--- src/rtl/vser_pkg.sv ---
package vser_pkg;
   localparam int VEC_W       = 10;
   localparam int NUM_VEC     = 4;
   localparam int VEC_PER_REG = 2;
   localparam int REG_W       = VEC_W * VEC_PER_REG;
   localparam int START_W     = 5;
   localparam int RUN_W       = 3;

   typedef struct packed {
      logic [START_W-1:0] start;
      logic               desc;
      logic [RUN_W-1:0]   len_m1;
      logic               stop;
   } vec_t;
endpackage

--- src/rtl/vser_vec_bank.sv ---
module vser_vec_bank
   import vser_pkg::*;
(
   input  logic                     clk,
   input  logic                     rst_n,
   input  logic                     load,
   input  logic [REG_W-1:0]         cfg_pair0,
   input  logic [REG_W-1:0]         cfg_pair1,
   output vec_t [NUM_VEC-1:0]       vecs
);
   localparam int FLAT_W = REG_W * 2;

   logic [FLAT_W-1:0] flat;
   assign flat = {cfg_pair1, cfg_pair0};

   always_ff @(posedge clk or negedge rst_n) begin
      if (!rst_n) begin
         vecs <= '0;
      end else if (load) begin
         for (int n = 0; n < NUM_VEC; n++) begin
            vecs[n] <= vec_t'(flat[n*VEC_W +: VEC_W]);
         end
      end
   end
endmodule

--- src/rtl/vser_seq.sv ---
module vser_seq
   import vser_pkg::*;
#(
   parameter int N_VEC  = NUM_VEC,
   parameter int STEP_W = RUN_W
) (
   input  logic                      clk,
   input  logic                      rst_n,
   input  logic                      fifo_valid,
   input  logic                      bit_ready,
   input  logic                      cur_stop,
   input  logic [STEP_W-1:0]         cur_len_m1,
   output logic                      active,
   output logic [$clog2(N_VEC)-1:0]  vsel,
   output logic [STEP_W-1:0]         step,
   output logic                      load,
   output logic                      word_done
);
   localparam int VSEL_W = $clog2(N_VEC);
   localparam logic [VSEL_W-1:0] LAST_VSEL = VSEL_W'(N_VEC - 1);

   logic accept, run_end, vec_end;

   assign load      = !active && fifo_valid;
   assign accept    = active && bit_ready;
   assign run_end   = (step == cur_len_m1);
   assign vec_end   = cur_stop || (vsel == LAST_VSEL);
   assign word_done = accept && run_end && vec_end;

   always_ff @(posedge clk or negedge rst_n) begin
      if (!rst_n) begin
         active <= 1'b0;
         vsel   <= '0;
         step   <= '0;
      end else if (load) begin
         active <= 1'b1;
         vsel   <= '0;
         step   <= '0;
      end else if (accept) begin
         if (!run_end) begin
            step <= step + 1'b1;
         end else if (vec_end) begin
            active <= 1'b0;
            vsel   <= '0;
            step   <= '0;
         end else begin
            vsel <= vsel + 1'b1;
            step <= '0;
         end
      end
   end
endmodule

--- src/rtl/vser_bit_pick.sv ---
module vser_bit_pick
   import vser_pkg::*;
#(
   parameter int WORD_W = 32
) (
   input  logic [WORD_W-1:0]  word,
   input  logic [START_W-1:0] start,
   input  logic               desc,
   input  logic [RUN_W-1:0]   step,
   output logic               bit_o
);
   localparam int IDX_W = $clog2(WORD_W);

   logic [IDX_W-1:0] base, idx;

   generate
      if (IDX_W >= START_W) begin : g_full
         assign base = IDX_W'(start);
      end else begin : g_trunc
         assign base = start[IDX_W-1:0];
      end
   endgenerate

   // Power-of-two width: natural overflow of the index gives the wrap.
   assign idx   = desc ? (base - IDX_W'(step)) : (base + IDX_W'(step));
   assign bit_o = word[idx];
endmodule

--- src/rtl/vser_fifo_serializer.sv ---
module vser_fifo_serializer
   import vser_pkg::*;
#(
   parameter int WORD_W = 32
) (
   input  logic              clk,
   input  logic              rst_n,
   input  logic [REG_W-1:0]  cfg_pair0,
   input  logic [REG_W-1:0]  cfg_pair1,
   input  logic [WORD_W-1:0] fifo_data,
   input  logic              fifo_valid,
   output logic              fifo_pop,
   output logic              bit_out,
   output logic              bit_valid,
   input  logic              bit_ready
);
   localparam int VSEL_W = $clog2(NUM_VEC);

   generate
      if (WORD_W > 32 || WORD_W < 2 || (WORD_W & (WORD_W - 1)) != 0) begin : g_bad_width
         $error("vser_fifo_serializer: WORD_W must be a power of two from 2 to 32");
      end
      if (NUM_VEC != 2 * VEC_PER_REG) begin : g_bad_count
         $error("vser_fifo_serializer: two configuration registers hold all vectors");
      end
   endgenerate

   vec_t [NUM_VEC-1:0] vecs;
   vec_t               cur;
   logic               active, load, word_done;
   logic [VSEL_W-1:0]  vsel;
   logic [RUN_W-1:0]   step;

   vser_vec_bank u_bank (
      .clk       (clk),
      .rst_n     (rst_n),
      .load      (load),
      .cfg_pair0 (cfg_pair0),
      .cfg_pair1 (cfg_pair1),
      .vecs      (vecs)
   );

   assign cur = vecs[vsel];

   vser_seq #(.N_VEC(NUM_VEC), .STEP_W(RUN_W)) u_seq (
      .clk        (clk),
      .rst_n      (rst_n),
      .fifo_valid (fifo_valid),
      .bit_ready  (bit_ready),
      .cur_stop   (cur.stop),
      .cur_len_m1 (cur.len_m1),
      .active     (active),
      .vsel       (vsel),
      .step       (step),
      .load       (load),
      .word_done  (word_done)
   );

   vser_bit_pick #(.WORD_W(WORD_W)) u_pick (
      .word  (fifo_data),
      .start (cur.start),
      .desc  (cur.desc),
      .step  (step),
      .bit_o (bit_out)
   );

   assign bit_valid = active;
   assign fifo_pop  = word_done;
endmodule

--- config.mk ---
export PLATFORM = sky130hd
export DESIGN_NAME = vser_fifo_serializer
export DESIGN_NICKNAME = d
export VERILOG_FILES = /design/src/rtl/vser_pkg.sv /design/src/rtl/vser_vec_bank.sv /design/src/rtl/vser_seq.sv /design/src/rtl/vser_bit_pick.sv /design/src/rtl/vser_fifo_serializer.sv
export SDC_FILE = /design/constraint.sdc
export NUM_CORES = 1
export LEC_CHECK = 0
export BUFFER_PORTS_ARGS = -buffer_cell sky130_fd_sc_hd__buf_2
export CAP_MARGIN = 10
export CORE_MARGIN = 3
export CORE_UTILIZATION = 51
export CTS_CLUSTER_DIAMETER = 30
export DETAILED_ROUTE_END_ITERATION = 7
export PLACE_DENSITY = 0.79
export SLEW_MARGIN = 25
export SYNTH_ARGS = -nofsm -noshare
export SYNTH_HDL_FRONTEND = slang
export SYNTH_HIERARCHICAL = 1
export SYNTH_SLANG_ARGS = --single-unit
--- constraint.sdc ---
create_clock -name clk -period 4.57 [get_ports clk]
set_input_delay 0.2285 -clock clk [delete_from_list [all_inputs] [get_ports clk]]
set_output_delay 0.2285 -clock clk [all_outputs]
set_load 0.01 [all_outputs]
## Yosys cells after proc, flatten, opt, wreduce, memory -nomap -nowiden

Cells that the tools add are included.

- Bits in registers: 46
- Latch bits: 0
- Bits in writable memories: 0
- ROM bits: 0
- Input bits: 76
- Output and inout bits: 3
- Logic and storage cells: 54
- Memories kept: 0

- Add/subtract/negate cells: 4
- Multipliers: 0
- Div/mod/pow operators: 0
- Order comparisons: 2
- Equal/unequal tests: 2
- Shifts and indexed selects: 0
- Mux-type cells: 16
- Bitwise gates (word level): 0
- Reductions and logical operators: 11

Operators with widths:

| kind | count |
|---|---|
| 10-bit binary-select mux with 2-bit select | 1 |
| 10-bit two-way mux | 1 |
| 3-bit two-way mux | 3 |
| 2-bit two-way mux | 4 |
| 5-bit by 6-bit less-than comparator with 1-bit output, second input constant | 1 |
| 2-bit nonzero test | 3 |
| 5-bit by 3-bit adder with 5-bit output | 1 |
| 1-bit binary-select mux with 5-bit select | 1 |
| 1-bit two-way mux | 5 |
| 5-bit two-way mux | 1 |
| 5-bit by 3-bit subtractor with 5-bit output | 1 |
| 1-bit logical AND | 4 |
| 3-bit by 1-bit adder with 3-bit output, second input constant | 1 |
| 3-bit equality test | 1 |
| 2-bit by 3-bit less-than comparator with 1-bit output, second input constant | 1 |
| 3-bit AND reduction | 1 |
| 2-bit by 1-bit adder with 2-bit output, second input constant | 1 |
| 2-bit equality test, second input constant | 1 |
| 2-bit AND reduction | 1 |
| 1-bit logical NOT | 1 |
| 1-bit logical OR | 1 |

## Logic depth before layout (Yosys ltp)

- Depth in word-level cells: 7
- Gate-level depth with buffers: 11
- Gate-level depth less buffers: 10

## Modules after synthesis

Netlist, hierarchy kept.

By module, submodules not included:

| module | instances | cells each | area an instance (sq um) |
|---|---|---|---|
| vser_vec_bank | 1 | 84 | 1496.4 |
| vser_bit_pick | 1 | 42 | 483.0 |
| vser_seq | 1 | 38 | 366.6 |
| vser_fifo_serializer | 1 | 12 | 241.5 |

## Worst setup path before layout

Ideal clock, no wire load.

- Path kind: register -> output
- Start: reg u_seq.vsel[0]
- End: out bit_out
- Arrival time: 3.158 ns
- Data required time: 4.342 ns
- Setup slack: 1.184 ns
- Stages on the path, launching flop included: 10
- Cell sequence: dfrtp_1 > buf_6 > mux4_2 > mux2i_1 > fa_1 > xor2_2 > mux4_2 > mux2i_1 > mux2i_1 > mux2_2

RTL lines:

| what | line | source |
|---|---|---|
| start: declaration | vser_seq.sv:14 | `output logic [$clog2(N_VEC)-1:0] vsel,` |
| start signal: assignment | vser_seq.sv:47 | `vsel <= vsel + 1'b1;` |
| end: declaration | vser_fifo_serializer.sv:13 | `output logic bit_out,` |

==> metrics.txt <==
Vias/cell 5.461; top cells by count, synth dfrtp_1, mux2_2, mux4_2; antenna viol nets, final 0; worst r2r src u_seq/vsel[0]$_DFFE_PN0P_; fill count 370; cell count after synthesis 176; area delta synth->final 19.58%; Post-CTS Setup Bufs 0; Synth Register Bits 46; total grt overflow 0; NumNets Final 341; Vias 1764; Max Cap Viol 0; CP startpoint kind register; routed wire length roughly 5000 um; P per Cell Area between 1000 and 1500 nW/um^2; Setup TNS 0 ns; Most used DFF post-synth dfrtp_1; worst reg-to-reg path cell count 5; largest net degree at the start of global routing 47; CP Capture Point bit_out; Yosys warning count 6; global placer's final weighted congestion 0.8149; start point of the critical path u_seq/vsel[0]$_DFFE_PN0P_; Total Power 3.112 mW; clk root buf clkbuf_8; WP data required around 4.3 ns; Post-synth ARST share 1.000; CTS clk-pin slew, worst paths 0.08 ns; grt peak-use layer met2; DRC 0; CP max-delay cell fa_1; synth top area cells dfrtp_1, mux2_2, mux4_2, ha_1, mux2i_1; Max Clk Rate 239.9 MHz; endpoints failing setup 0; GR Util met3 0.05047; relative slew slack 0.5113; status finished clean; worst stage delay on the critical path 0.83 ns; placed cells 315; fraction of layout cells with a size suffix above 1 0.5742; initial antenna violation count 0; DR pass1 iterations 4; Critical Path End Type primary output; worst skew pair latency 0.30 ns; Crit path arrival time 3.94 ns; fin crit share 0.9120; clk sink count 46; RSZ-0062 raised after global routing false; GRT Total Usage 0.1811; crit-path cells mux4_2 > mux2i_1 > fa_1 > mux4_1 > mux2i_1 > mux2i_1 > mux2_2 > buf_2; routing usage on met1 0.2264; most area-hungry cell type in the Yosys netlist dfrtp_1; Die Ht just under 80 um; DR iter-0 viols 93; Port Buffers 78; Max Clock Skew 0.007420 ns; most frequent CP cell mux2i_1; Final min period 4.168 ns; Multi-input gate area 1343 um^2; clk buf depth 2; top-count cell post-synth dfrtp_1; vias in the first global route 1845; initial core utilization 0.5371; final slew viol count 0; reg-to-reg slack, setup ~2 ns; Syn Nets 261; I/O pin total 79; FF+latch area 1151 um^2; DIE WIDTH 77.23 um; global-route wire length before repair 8535 um; Site Rows 25; wire per inst 15.42 um; core area 4817 um^2; post-synth top area share 0.4449; sequential cell area fraction in the yosys report 0.4449; Finished Layout Cells 323; Inserted Diodes 0; M2 GR Usage 0.3066; mapped cell area approximately 2600 um^2; worst path bufs/invs 1; delay-heaviest family, CP multiplexers; Post-synth EDFFs 0; Crit. path cell count 8; Worst Tran Pin Value around 0.73 ns; reg-to-reg endpoint u_seq/vsel[0]$_DFFE_PN0P_; Max VDD drop 0.7253 mV; post-layout util 0.6423; Die ar. just under 6000 um^2; critical path class register to primary output; TritonCTS clock tree done; count of cell types in the netlist 32; hpwl dp 3948 um; CP max FO 9; Final Hold Vio Count 0; Worst Hold Class input port to register; Pleak between 1 and 1.5 nW; H-tree depth 2; Avg Cell Area, Syn 14.70 um^2; TritonCTS buffer count 5
## cells by family after synthesis
kind of cell / count (synthesis) / synth area share
DFF: 46 / 0.4449
xor gates and xnor gates: 7 / 0.02660
buffers and inverters: 14 / 0.03626
adders and majority gates: 9 / 0.04642
muxes: 69 / 0.3752
AOI/OAI and AO/OA: 9 / 0.02418
and+or+nand+nor: 22 / 0.04643
## how the worst min path moves through the flow
stage / start / endpoint / slack (ns) / cells past startpoint
after global placement: rst_n / u_seq/step[2]$_DFFE_PN0P_ / 0.45 / 1
after detailed placement: rst_n / u_seq/active$_DFFE_PN0P_ / 0.46 / 1
after CTS: rst_n / u_seq/active$_DFFE_PN0P_ / 0.13 / 1
after global routing: cfg_pair0[3] / u_bank/vecs[3]$_DFFE_PN0P_ / 0.15 / 2
after floorplan: rst_n / u_bank/vecs[0]$_DFFE_PN0P_ / -0.07 / 0
final: cfg_pair0[3] / u_bank/vecs[3]$_DFFE_PN0P_ / 0.16 / 2
## power breakdown
| part | internal (mW) | switching (mW) | total (mW) |
|---|---|---|---|
| Combinational | 1.22 | 0.899 | 2.12 |
| Clock | 0.105 | 0.123 | 0.228 |
| Sequential | 0.613 | 0.153 | 0.765 |
| Total | 1.94 | 1.17 | 3.11 |
## routing by layer
| metal | part of all wire | up-vias |
|---|---|---|
| met5 | 0 | - |
| met4 | 0.013 | 0 |
| met3 | 0.067 | 7 |
| met2 | 0.50 | 54 |
| met1 | 0.41 | 875 |
| li1 | - | 828 |
## timing repair
item | 4_1_cts | 5_1_grt
setup endpoints to repair | 0 | 0
hold buffers | 0 | 1
gates resized for setup | 0 | 0
endpoints found under the hold margin | 0 | 46
## placed cells by master, fill, tap and decap left out
cell type      instances
dlygate4sd3_1          1
nor4_1                 1
nor2b_1                1
fa_1                   1
mux2i_1               10
and3b_2                1
or3_1                  2
o31ai_1                1
ha_1                   8
a31o_2                 1
xnor2_1                2
o32ai_1                1
dfrtp_1               46
buf_4                  3
xor2_1                 4
mux4_2                17
o21ai_0                2
nand3b_1               1
nand2_1                5
inv_1                  6
clkbuf_1               2
nand3_1                4
and4b_2                1
mux2_2                41
o32a_1                 1
mux4_1                 1
nand2b_1               1
nor3_1                 2
a21oi_1                2
a21o_1                 1
clkbuf_8               5
xor2_2                 1
nor2_1                 3
buf_2                 77
## sequential cells by signal (all words and copies together) (netlist names)
signal	count
u_bank/vecs	40
u_seq/active	1
u_seq/step	3
u_seq/vsel	2
## through the flow
step           area [um^2]  setup WS [ns]  hold slack [ns]
2_1_floorplan         2587          1.184         -0.06709
3_3_place_gp          3005         0.8016           0.4477
3_5_place_dp          3005         0.6582           0.4558
4_1_cts               3082         0.3249           0.1275
5_1_grt               3094         0.1028           0.1474
6_report              3094         0.4023           0.1560
## final cells by class
type                       count  area share
multi-input combinational    116      0.4339
tap                           67     0.02709
sequential                    46      0.3720
timing repair buffer          81      0.1351
clock buffer                   7     0.02467
inverter                       6    0.007279
No activity file was read; power rests on OpenSTA's default activity.
